==> config.mk <==
export PLATFORM = sky130hd
export DESIGN_NAME = fwd_unit
export DESIGN_NICKNAME = d
export VERILOG_FILES = /design/src/rtl/fwd_pkg.sv /design/src/rtl/fwd_select.sv /design/src/rtl/fwd_mux.sv /design/src/rtl/fwd_unit.sv
export SDC_FILE = /design/constraint.sdc
export NUM_CORES = 1
export LEC_CHECK = 0
export BUFFER_PORTS_ARGS = -buffer_cell sky130_fd_sc_hd__buf_2
export CAP_MARGIN = 30
export CORE_ASPECT_RATIO = 0.6
export CORE_MARGIN = 1
export CORE_UTILIZATION = 38
export DETAILED_ROUTE_END_ITERATION = 8
export GPL_ROUTABILITY_DRIVEN = 0
export MAX_ROUTING_LAYER = met4
export PLACE_DENSITY = 0.84
export SETUP_SLACK_MARGIN = 0.4
export SYNTH_ARGS = -nofsm -noshare
export SYNTH_HDL_FRONTEND = slang
export SYNTH_SLANG_ARGS = --single-unit
==> constraint.sdc <==
create_clock -name vclk -period 3.7
set_input_delay 1.11 -clock vclk [all_inputs]
set_output_delay 1.11 -clock vclk [all_outputs]
set_load 0.01 [all_outputs]
==> src/rtl/fwd_pkg.sv <==
package fwd_pkg;
  typedef enum logic [1:0] {
    SEL_RF  = 2'b00,
    SEL_WB  = 2'b01,
    SEL_MEM = 2'b10
  } fwd_sel_e;
  localparam int NUM_OPERANDS = 2;
endpackage

==> src/rtl/fwd_select.sv <==
module fwd_select #(
  parameter int ADDR_W = 5
) (
  input  logic [ADDR_W-1:0] src,
  input  logic [ADDR_W-1:0] mem_rd,
  input  logic              mem_we,
  input  logic [ADDR_W-1:0] wb_rd,
  input  logic              wb_we,
  output logic [1:0]        sel
);
  import fwd_pkg::*;

  localparam logic [ADDR_W-1:0] ZERO_REG = '0;

  logic mem_hit;
  logic wb_hit;
  fwd_sel_e code;

  // A producer qualifies only if it writes a real register equal to our source
  assign mem_hit = mem_we && (mem_rd != ZERO_REG) && (mem_rd == src);
  assign wb_hit  = wb_we  && (wb_rd  != ZERO_REG) && (wb_rd  == src);

  // Nearer stage first: it holds the newest value
  always_comb begin
    if (mem_hit)     code = SEL_MEM;
    else if (wb_hit) code = SEL_WB;
    else             code = SEL_RF;
  end

  assign sel = code;

  always_comb begin
    assert_no_code3_R8: assert (sel != 2'b11);
    if (sel == SEL_MEM) begin
      assert_mem_enabled_R5: assert (mem_we);
      assert_mem_nonzero_R6: assert (mem_rd != ZERO_REG);
    end
    if (sel == SEL_WB) begin
      assert_wb_enabled_R5: assert (wb_we);
      assert_wb_nonzero_R6: assert (wb_rd != ZERO_REG);
    end
  end
endmodule

==> src/rtl/fwd_mux.sv <==
module fwd_mux #(
  parameter int DATA_W = 32
) (
  input  logic [1:0]        sel,
  input  logic [DATA_W-1:0] rf_val,
  input  logic [DATA_W-1:0] mem_val,
  input  logic [DATA_W-1:0] wb_val,
  output logic [DATA_W-1:0] out
);
  import fwd_pkg::*;

  always_comb begin
    case (sel)
      SEL_MEM: out = mem_val;
      SEL_WB:  out = wb_val;
      default: out = rf_val;
    endcase
  end
endmodule

==> src/rtl/fwd_unit.sv <==
module fwd_unit #(
  parameter int ADDR_W = 5,
  parameter int DATA_W = 32
) (
  input  logic [ADDR_W-1:0] ex_rs,
  input  logic [ADDR_W-1:0] ex_rt,
  input  logic [ADDR_W-1:0] mem_rd,
  input  logic              mem_we,
  input  logic [ADDR_W-1:0] wb_rd,
  input  logic              wb_we,
  input  logic [DATA_W-1:0] rf_a,
  input  logic [DATA_W-1:0] rf_b,
  input  logic [DATA_W-1:0] mem_result,
  input  logic [DATA_W-1:0] wb_value,
  output logic [1:0]        sel_a,
  output logic [1:0]        sel_b,
  output logic [DATA_W-1:0] op_a,
  output logic [DATA_W-1:0] op_b
);
  import fwd_pkg::*;

  localparam int N = NUM_OPERANDS;

  logic [N-1:0][ADDR_W-1:0] src_vec;
  logic [N-1:0][DATA_W-1:0] rf_vec;
  logic [N-1:0][1:0]        sel_vec;
  logic [N-1:0][DATA_W-1:0] op_vec;

  assign src_vec[0] = ex_rs;
  assign src_vec[1] = ex_rt;
  assign rf_vec[0]  = rf_a;
  assign rf_vec[1]  = rf_b;

  for (genvar i = 0; i < N; i++) begin : g_operand
    fwd_select #(.ADDR_W(ADDR_W)) u_sel (
      .src    (src_vec[i]),
      .mem_rd (mem_rd),
      .mem_we (mem_we),
      .wb_rd  (wb_rd),
      .wb_we  (wb_we),
      .sel    (sel_vec[i])
    );
    fwd_mux #(.DATA_W(DATA_W)) u_mux (
      .sel     (sel_vec[i]),
      .rf_val  (rf_vec[i]),
      .mem_val (mem_result),
      .wb_val  (wb_value),
      .out     (op_vec[i])
    );

    always_comb begin
      if (sel_vec[i] == SEL_RF)  assert_rf_pass_R1:  assert (op_vec[i] == rf_vec[i]);
      if (sel_vec[i] == SEL_MEM) assert_mem_pass_R2: assert (op_vec[i] == mem_result);
      if (sel_vec[i] == SEL_WB)  assert_wb_pass_R3:  assert (op_vec[i] == wb_value);
    end
  end

  assign sel_a = sel_vec[0];
  assign sel_b = sel_vec[1];
  assign op_a  = op_vec[0];
  assign op_b  = op_vec[1];
endmodule

-- Word level (Yosys, flattened, before mapping)
Cells that the tools add are included.
- flip-flop bits (word level): 0
- bits in latches: 0
- memory bits (writable): 0
- ROM bits: 0
- input bits: 150
- output and inout port bits: 68
- word-level logic and storage cells: 22
- memories kept: 0
- $add $sub $neg: 0
- multipliers: 0
- div/mod/pow operators: 0
- order comparisons: 0
- equal/unequal tests: 8
- shift-type cells: 0
- mux-type cells: 6
- bitwise logic cells: 0
- reductions and logical operators: 8
- operator list (cell ; count):
    case mux 32 bit (2 select lines) ; 2
    == test 5 bit ; 4
    nonzero test 5 bit ; 2
    logical AND 1 bit ; 6
    == test 2 x 1 -> 1 bit, second input constant ; 2
    == test 2 bit, second input constant ; 2
    2-to-1 mux 2 bit ; 2
    2-to-1 mux 1 bit ; 2

-- Longest topological paths before layout
Gate-level depths: netlist of run 1.
- depth after elaboration: 7
- depth in mapped cells: 6
- depth with buffers taken out: 5

-- Modules after synthesis
A second synthesis of run 1 with hierarchy kept.
- cells, all modules: 268
- area, all modules: 1591.5 um^2
- modules (own cells, without submodules) (module ; instances ; cells each ; area each (um^2) ; seq. area each (um^2)):
    fwd_mux ; 2 ; 113 ; 636.9 ; 0.0
    fwd_select ; 2 ; 21 ; 158.9 ; 0.0

-- Least setup slack after synthesis of run 1
Ideal clock, no wire load.
- path kind: input port to output port
- from: in wb_rd[0]
- to: out op_a[22]
- arrival: 2521 ps
- data required time: 2590 ps
- slack: 69 ps
- cell stages on the path: 6
- path buffers: 2
- cells stage by stage: or4_1 -> o21ai_1 -> buf_2 -> buf_4 -> o31ai_1 -> a31oi_1
- cells in the longest elaborated chain, start to end: 7
- elaborated cells between the ends (all ways): 9
- those cells by class: eq/ne (3); mux (3); reduce/logical (3)
- RTL lines (element ; RTL line ; text):
    start: declaration ; fwd_unit.sv:9 ; input logic [ADDR_W-1:0] wb_rd,
    nonzero test 5 bit ; fwd_select.sv:21 ; assign wb_hit = wb_we && (wb_rd != ZERO_REG) && (wb_rd == src);
    logical AND 1 bit ; fwd_select.sv:21 ;
    logical AND 1 bit * ; fwd_select.sv:21 ;
    2-to-1 mux 1 bit * ; fwd_select.sv:26 ; else if (wb_hit) code = SEL_WB;
    2-to-1 mux 2 bit * ; fwd_select.sv:25 ; if (mem_hit) code = SEL_MEM;
    == test 2 x 1 -> 1 bit or == test 2 bit (tied branches) ; - ;
    case mux 32 bit (2 select lines) * ; fwd_mux.sv:13 ; case (sel)
    end: declaration ; fwd_unit.sv:17 ; output logic [DATA_W-1:0] op_a,
Every way passes the cells marked *; elsewhere a longest branch is shown, timed or not.

-- Final worst setup path of run 1
- from: in wb_rd[2]
- to: out op_b[21]
- cells in the longest elaborated chain, start to end: 7
- elaborated cells between the ends (all ways): 9
- those cells by class: eq/ne (3); mux (3); reduce/logical (3)
- RTL lines (element ; RTL line ; text):
    nonzero test 5 bit ; fwd_select.sv:21 ;
    logical AND 1 bit ; fwd_select.sv:21 ;
    logical AND 1 bit * ; fwd_select.sv:21 ;
    2-to-1 mux 1 bit * ; fwd_select.sv:26 ;
    2-to-1 mux 2 bit * ; fwd_select.sv:25 ;
    == test 2 x 1 -> 1 bit or == test 2 bit (tied branches) ; - ;
    case mux 32 bit (2 select lines) * ; fwd_mux.sv:13 ;
    end: declaration ; fwd_unit.sv:18 ; output logic [DATA_W-1:0] op_b
Marks and branches as above.

==> results.sh, run 1 <==
export IMPL_relSlewSlack_pct=71.74
export IMPL_initial_utilization_pct=39.55
export IMPL_track_usage_pct=39.35
export IMPL_dp_hpwl_um=8975
export IMPL_end_kind="output port"
export IMPL_final_setup_viol_count=66
export IMPL_finalCritPeriodShare_pct=110.1
export IMPL_whs_ns=2.574
export IMPL_grt_pass1_wl_um=18590
export IMPL_outcome="finished with violations"
export IMPL_place_ws_ns=-0.1780
export IMPL_p_leak_nw=1.881
export IMPL_grt_antenna_before_repair=1
export IMPL_antenna_left=0
export IMPL_numPortBuffers=218
export IMPL_violations="design-rule violations, negative setup slack"
export IMPL_cpPeakStageDelay_ns=0.57
export IMPL_peakVddDrop_mv=0.09141
export IMPL_cp_data_required_time_ns=2.59
export IMPL_dpl_cell_area_mm2=0.003759
export IMPL_cpLargestDelayFamily="buffers and inverters"
export IMPL_grt_max_degree=33
export IMPL_yosysUniqueCellTypes=21
export IMPL_multiInputGateArea_mm2=0.002370
export IMPL_crit_chain="buf_6, or4_4, o21ai_4, buf_6, buf_16, buf_8, o31ai_4, a31oi_2, buf_2"
export IMPL_start_kind="input port"
export IMPL_setup_tns_ns=-14.24
export IMPL_dr_pass1_iters=9
export IMPL_finalMaxSlewViolations=0
export IMPL_grt_pass1_vias=3899
export IMPL_final_hold_violation_count=0
export IMPL_fill_cells=315
export IMPL_die_w_um=100.5
export IMPL_drive_gt1_share_pct=60.86
export IMPL_drv_cap=0
export IMPL_grt_overflow=0
export IMPL_io_pins=218
export IMPL_syn_area_mm2=0.002213
export IMPL_netlist_instances=362
export IMPL_path_max_fanout=5
export IMPL_ys_warnings_count=0
export IMPL_ys_seq_area_share_pct=0
export IMPL_postSynthAreaPerCell_um2=6.114
export IMPL_crit_slowest_cell="or4_4"
export IMPL_vias=5044
export IMPL_num_rows=21
export IMPL_wl_per_cell_um=23.88
export IMPL_die_area_mm2=0.006144
export IMPL_worst_pin_slew_ns=0.4239
export IMPL_post_route_util_pct=83.61
export IMPL_fmax_mhz=245.5
export IMPL_synth_fp_nets=512
export IMPL_cts_hold_buf=0
export IMPL_pwr_density_cell_mw_per_mm2=148.1
export IMPL_worst_path_buf_inv=5
export IMPL_drt_iter0_drc=834
export IMPL_drc=1
export IMPL_vias_per_cell=7.374
export IMPL_core_mm2=0.005597
export IMPL_totalWireLength_um=16330
export IMPL_layout_area_seq_um2=0
export IMPL_fin_crit_ns=4.073
export IMPL_critPathKind="input port to output port"
export IMPL_cpMostUsedCell="buf_6"
export IMPL_area_growth_pct=111.4
export IMPL_rsz0062_at_grt="yes"
export IMPL_arrival_ns=2.96
export IMPL_fin_ws_ns=-0.3729
export IMPL_hp_class="input port to output port"
export IMPL_die_y_um=61.12
export IMPL_fin_area_mm2=0.004679
export IMPL_seq_cell_count=0
export IMPL_n_clock_buffer=0
export IMPL_nNetsFinal=755
## per-stage QoR
| stage | total power, mW | instances |
|---|---|---|
| 2_1_floorplan | 0.2652 | 362 |
| 3_3_place_gp | 0.5087 | 650 |
| 3_5_place_dp | 0.5168 | 650 |
| 4_1_cts | 0.5604 | 660 |
| 5_1_grt | 0.7135 | 684 |
| 6_report | 0.6929 | 684 |
## cell type report
type / instances / area share, %
well taps: 80 / 2.139
multi-input cells: 296 / 50.64
inverters: 2 / 0.3743
diodes: 1 / 0.05348
repair buffers: 305 / 46.79
## routing by layer
metal	GRT usage, %	wire (um)	vias to the layer above
li1	-	-	1993
met1	47.06	5619	2265
met2	67.32	6916	586
met3	6.356	2415	200
met4	16.77	1381	0
met5	-	0	-
## cells by family after synthesis
group | synth area share, %
compound gates | 41.49
buf+inv | 13.00
simple gates | 37.59
xor+xnor | 7.914
## final timing paths
| kind | start | end | cells past startpoint |
|---|---|---|---|
| max | wb_rd[2] | op_b[21] | 9 |
| min | rf_a[8] | op_a[8] | 4 |
## layout by cell type (no fill, tap or decap), drive strengths merged, types with 2 or more instances in the layout
master  synthesis  routed
a31oi          64      64
xnor2          10      10
inv             2       2
clkbuf         42       6
or2             4       4
nor4            2       2
buf            22     299
xor2           10      10
or4             2       2
nand4          66      66
nor3           66      66
o31ai          64      64
nor2            2       2
o211ai          2       2
or3             2       2
## Yosys cell counts
library cell	number	area share [%]
or4_1	1	0.34
inv_2	2	0.34
or4_4	1	0.51
buf_2	14	3.2
o31ai_1	64	22
a31oi_1	64	18
nor2_1	2	0.34
or2_1	2	0.57
nor4_2	2	1.1
or2_2	2	0.57
o21ai_1	1	0.23
nor3_1	66	15
buf_1	2	0.34
xnor2_1	10	4.0
nand4_1	66	19
o211ai_2	2	1.1
xor2_1	10	4.0
buf_4	6	2.0
clkbuf_1	42	7.1
or3_1	2	0.57
o21a_1	1	0.34
## power by group
group	total [mW]	switching [mW]	internal [mW]	leakage (nW)
logic	0.693	0.397	0.296	1.88
registers	0	0	0	0
clock network	0.0000000361	0	0.0000000361	0.00000634
total	0.693	0.397	0.296	1.88
## what timing repair did
| item | CTS | global route |
|---|---|---|
| setup endpoints to repair | 68 | 68 |
| pin swaps | 6 | 40 |
| buffers inserted | 8 | 14 |
| gates resized for setup | 51 | 50 |
| gates cloned | 2 | 9 |
| endpoints found under the hold margin | 0 | 0 |
Power figures use the tool's default switching activity.
==> run 2, diff against run 1 <==
--- a/config.mk
+++ b/config.mk
@@ -6,7 +6,6 @@
 export NUM_CORES = 1
 export LEC_CHECK = 0
 export BUFFER_PORTS_ARGS = -buffer_cell sky130_fd_sc_hd__buf_2
-export CAP_MARGIN = 30
 export CORE_ASPECT_RATIO = 0.6
 export CORE_MARGIN = 1
 export CORE_UTILIZATION = 38
@@ -14,6 +13,7 @@
 export GPL_ROUTABILITY_DRIVEN = 0
 export MAX_ROUTING_LAYER = met4
 export PLACE_DENSITY = 0.84
+export REMOVE_ABC_BUFFERS = 1
 export SETUP_SLACK_MARGIN = 0.4
 export SYNTH_ARGS = -nofsm -noshare
 export SYNTH_HDL_FRONTEND = slang
==> run 2 against run 1 <==
The flow finishes with violations (negative setup slack). Largest power group unchanged. Non-clock buffer count shrank 30. Via count is 7.1% lower. Critical path depth down 1.
==> results.sh, run 2 (same netlist as run 1, synthesis figures left out) <==
export IMPL_final_common_cell="buf_2"
export IMPL_start_kind="input port"
export IMPL_violations="negative setup slack"
export IMPL_power_switching_mw=0.3925
export IMPL_pwr_density_cell_mw_per_mm2=148.6
export IMPL_drc=0
export IMPL_power_frac_seq_pct=0
export IMPL_grt_pass1_vias=3711
export IMPL_grt_max_degree=35
export IMPL_grt_pass1_wl_um=18330
export IMPL_num_antenna_cells=0
export IMPL_fmax_mhz=256.1
export IMPL_outcome="finished with violations"
export IMPL_worst_pin_slew_ns=0.4290
export IMPL_fin_crit_ns=3.904
export IMPL_hp_class="input port to output port"
export IMPL_finalCritPeriodShare_pct=105.5
export IMPL_drv_cap=0
export IMPL_layout_area_seq_um2=0
export IMPL_core_mm2=0.005597
export IMPL_dp_hpwl_um=8678
export IMPL_track_usage_pct=38.69
export IMPL_wl_met1_um=5242
export IMPL_setup_tns_ns=-6.941
export IMPL_met3_wirelength_um=1997
export IMPL_clkPwrFrac_pct=0
export IMPL_whs_ns=2.567
export IMPL_dr_pass1_iters=8
export IMPL_peakVddDrop_mv=0.07744
export IMPL_io_pins=218
export IMPL_fin_total_pwr_mw=0.6573
export IMPL_die_area_mm2=0.006144
export IMPL_final_setup_viol_count=65
export IMPL_routed_top_layer="met4"
export IMPL_drive_gt1_share_pct=59.86
export IMPL_vias=4686
export IMPL_grt_antenna_before_repair=0
export IMPL_drt_iter0_drc=577
export IMPL_die_w_um=100.5
export IMPL_numPortBuffers=218
export IMPL_n_clock_buffer=0
export IMPL_layout_common_cells="213 x buf_2, 66 x nand4_1, 64 x nor3_1, 64 x a31oi_1, 28 x buf_4"
export IMPL_wl_per_cell_um=22.39
export IMPL_relSlewSlack_pct=71.40
export IMPL_nNetsFinal=725
export IMPL_fill_cells=412
export IMPL_seq_cell_count=0
export IMPL_route_met2_wl_um=6597
export IMPL_critPathKind="input port to output port"
export IMPL_num_rows=21
export IMPL_place_ws_ns=-0.1808
export IMPL_area_growth_pct=99.77
export IMPL_rsz0062_at_grt="yes"
export IMPL_end_kind="output port"
export IMPL_arrival_ns=2.79
export IMPL_cp_data_required_time_ns=2.59
export IMPL_path_max_fanout=6
export IMPL_internal_power_mw=0.2648
export IMPL_switching_share_pct=59.71
export IMPL_totalWireLength_um=14620
export IMPL_grt_overflow=0
export IMPL_die_y_um=61.12
export IMPL_antenna_left=0
export IMPL_final_hold_violation_count=0
export IMPL_finalMaxSlewViolations=0
export IMPL_p_leak_nw=1.710
export IMPL_fin_ws_ns=-0.2041
export IMPL_pwr_share_comb_pct=100.0
export IMPL_vias_per_cell=7.176
export IMPL_initial_utilization_pct=39.55
export IMPL_cts_hold_buf=0
-- run 2: cell count changes in the layout (fill, tap and decap cells not counted), moves of 2 or more --
cell and change:
a31oi_1 +13, a31oi_2 -12, buf_12 -5, buf_2 +2, buf_4 -17, buf_6 -9
o31ai_1 -20, o31ai_2 +10, o31ai_4 +10
-- run 2: routing by layer --
metal / global-route usage, % / up-vias
met5: - / -
met4: 11.59 / 0
met3: 5.675 / 137
met2: 65.75 / 501
met1: 48.48 / 2108
li1: - / 1940
-- run 2: critical path: stages --
cell       delay, ns
buf_6           0.10
or4_4           0.55
o21ai_4         0.20
buf_6           0.18
clkbuf_16       0.17
o31ai_1         0.09
a31oi_1         0.23
buf_2           0.17
-- run 2: power by group through the flow --
stage,Sequential (mW),Clock [mW],Combinational [mW]
floorplan,0,0,0.210
global placement,0,0,0.470
detailed placement,0,0,0.484
CTS,0,0,0.525
global route,0,0,0.680
finish,0,0,0.657
-- run 2: final timing paths --
kind	slack, ns	end	cells past startpoint	start
max	-0.20	op_b[19]	8	wb_rd[2]
min	2.57	op_a[0]	4	rf_a[0]
-- run 2: area by class of cell --
cell class	instances	area (um2)	area share [%]
multi-input cells	296	2451	55.43
repair buffers	275	1858	42.02
inverters	2	12.51	0.2830
well taps	80	100.1	2.264
-- run 2: what timing repair did --
item,CTS,global route
pin swaps,15,67
resized for setup,33,78
buffers inserted,5,2
cloned,3,6
setup endpoints to repair,68,68
endpoints found under the hold margin,0,0
-- run 2: metrics by stage --
| step | utilization (%) | cell area (um2) | cells |
|---|---|---|---|
| detailed placement | 63.16 | 3535 | 637 |
| global route | 79.01 | 4422 | 653 |
| global placement | 63.16 | 3535 | 637 |
| finish | 79.01 | 4422 | 653 |
| floorplan | - | 1933 | 298 |
| CTS | 67.78 | 3794 | 645 |
==> run 3, diff against run 2 <==
--- a/config.mk
+++ b/config.mk
@@ -5,7 +5,7 @@
 export SDC_FILE = /design/constraint.sdc
 export NUM_CORES = 1
 export LEC_CHECK = 0
-export BUFFER_PORTS_ARGS = -buffer_cell sky130_fd_sc_hd__buf_2
+export BUFFER_PORTS_ARGS = -buffer_cell sky130_fd_sc_hd__clkbuf_2
 export CORE_ASPECT_RATIO = 0.6
 export CORE_MARGIN = 1
 export CORE_UTILIZATION = 38
==> run 3 against run 2 <==
The run still ends with negative setup slack left. Wire length shrank 2.2%. Critical path type unchanged. Sequential share of layout area unchanged. Power down 1.9%. Largest cell class unchanged. Highest routed layer unchanged. Maximum frequency grew 1.2%.
==> results.sh, run 3 (same netlist as run 1, synthesis figures left out) <==
export IMPL_outcome="finished with violations"
export IMPL_fmax_mhz=259.2
export IMPL_die_w_um=100.5
export IMPL_crit_slowest_cell="or3_4"
export IMPL_critPathKind="input port to output port"
export IMPL_drc=0
export IMPL_dp_cells=639
export IMPL_die_y_um=61.12
export IMPL_grt_antenna_before_repair=0
export IMPL_p_leak_nw=1.776
export IMPL_fin_cells=655
export IMPL_drive_gt1_share_pct=60.35
export IMPL_worst_path_buf_inv=4
export IMPL_finalMaxSlewViolations=0
export IMPL_numPortBuffers=218
export IMPL_worst_pin_slew_ns=0.4088
export IMPL_core_mm2=0.005597
export IMPL_grt_pass1_wl_um=17860
export IMPL_cts_hold_buf=0
export IMPL_relSlewSlack_pct=72.75
export IMPL_nNetsFinal=727
export IMPL_grt_max_degree=35
export IMPL_cpPeakStageDelay_ns=0.41
export IMPL_power_frac_seq_pct=0
export IMPL_multiInputGateArea_mm2=0.002429
export IMPL_drt_iter0_drc=637
export IMPL_internal_power_mw=0.2700
export IMPL_finalCritPeriodShare_pct=104.3
export IMPL_grt_pass1_vias=3717
export IMPL_io_pins=218
export IMPL_wl_per_cell_um=21.84
export IMPL_peakVddDrop_mv=0.08357
export IMPL_dp_hpwl_um=8780
export IMPL_layout_common_cells="160 x clkbuf_2, 66 x nand4_1, 64 x nor3_1, 53 x a31oi_1, 47 x buf_2"
export IMPL_final_hold_violation_count=0
export IMPL_arrival_ns=2.75
export IMPL_end_kind="output port"
export IMPL_antenna_left=0
export IMPL_dr_pass1_iters=7
export IMPL_vias_per_cell=6.945
export IMPL_fin_ws_ns=-0.1577
export IMPL_pwr_share_comb_pct=100.0
export IMPL_final_common_cell="clkbuf_2"
export IMPL_num_antenna_cells=0
export IMPL_layout_area_seq_um2=0
export IMPL_track_usage_pct=38.26
export IMPL_start_kind="input port"
export IMPL_die_area_mm2=0.006144
export IMPL_area_growth_pct=102.3
export IMPL_initial_utilization_pct=39.55
export IMPL_dpl_cell_area_mm2=0.003550
export IMPL_hp_class="input port to output port"
export IMPL_num_rows=21
export IMPL_vias=4549
export IMPL_fin_area_mm2=0.004478
export IMPL_cpLargestDelayFamily="buffers and inverters"
export IMPL_fin_crit_ns=3.858
export IMPL_pwr_density_cell_mw_per_mm2=143.9
export IMPL_final_setup_viol_count=66
export IMPL_power_switching_mw=0.3744
export IMPL_n_clock_buffer=0
export IMPL_crit_chain="clkbuf_2, buf_4, xor2_1, or3_4, buf_4, o31ai_2, a31oi_4, buf_6"
export IMPL_seq_cell_count=0
export IMPL_rsz0062_at_grt="yes"
export IMPL_totalWireLength_um=14300
export IMPL_switching_share_pct=58.10
export IMPL_violations="negative setup slack"
export IMPL_cp_data_required_time_ns=2.59
export IMPL_fin_total_pwr_mw=0.6445
export IMPL_path_max_fanout=10
export IMPL_clkPwrFrac_pct=0
export IMPL_grt_overflow=0
export IMPL_place_ws_ns=-0.1947
export IMPL_post_route_util_pct=80.01
export IMPL_cpMostUsedCell="buf_4"
export IMPL_drv_cap=0
export IMPL_fill_cells=380
==> run 3: worst min-delay path: cells and delay by family <==
family,cells,cell delay (ns)
compound gates,2,0.12
buf+inv,2,0.22
==> run 3: timing repair <==
action / 4_1_cts / 5_1_grt
setup buffers: 6 / 2
gates cloned: 3 / 5
gates resized for setup: 37 / 131
hold endpoints to repair: 0 / 0
pin swaps: 21 / 45
endpoints found under the setup margin: 68 / 68
==> run 3: metrics by stage <==
step | hold slack (ns) | TNS (ns)
after floorplan | 2.385 | -122.61
after global placement | 2.545 | -5.494
after detailed placement | 2.549 | -8.130
after CTS | 2.550 | -6.102
after global routing | 2.574 | -10.00
final | 2.551 | -7.528
==> run 3: final timing paths <==
| check | start | to | slack, ns | cells past startpoint |
|---|---|---|---|---|
| worst max-delay path | wb_rd[3] | op_a[7] | -0.16 | 8 |
| worst min-delay path | rf_a[23] | op_a[23] | 2.55 | 4 |
==> run 3: power by group through the flow <==
stage	clock network, mW	registers (mW)	logic, mW
6_report	0	0	0.644
4_1_cts	0	0	0.537
2_1_floorplan	0	0	0.210
5_1_grt	0	0	0.667
3_3_place_gp	0	0	0.474
3_5_place_dp	0	0	0.487
==> run 3: final cells by class <==
type	count	area share [%]
multi-input cells	296	54.23
inverters	2	0.2794
well taps	80	2.235
repair buffers	277	43.25
==> run 3: layer usage <==
layer | GRT usage, % | wire length (um) | vias up
met5 | - | 0 | -
met3 | 4.994 | 1970 | 103
met2 | 67.51 | 6533 | 449
met1 | 46.49 | 5128 | 2067
li1 | - | - | 1930
met4 | 11.80 | 669 | 0
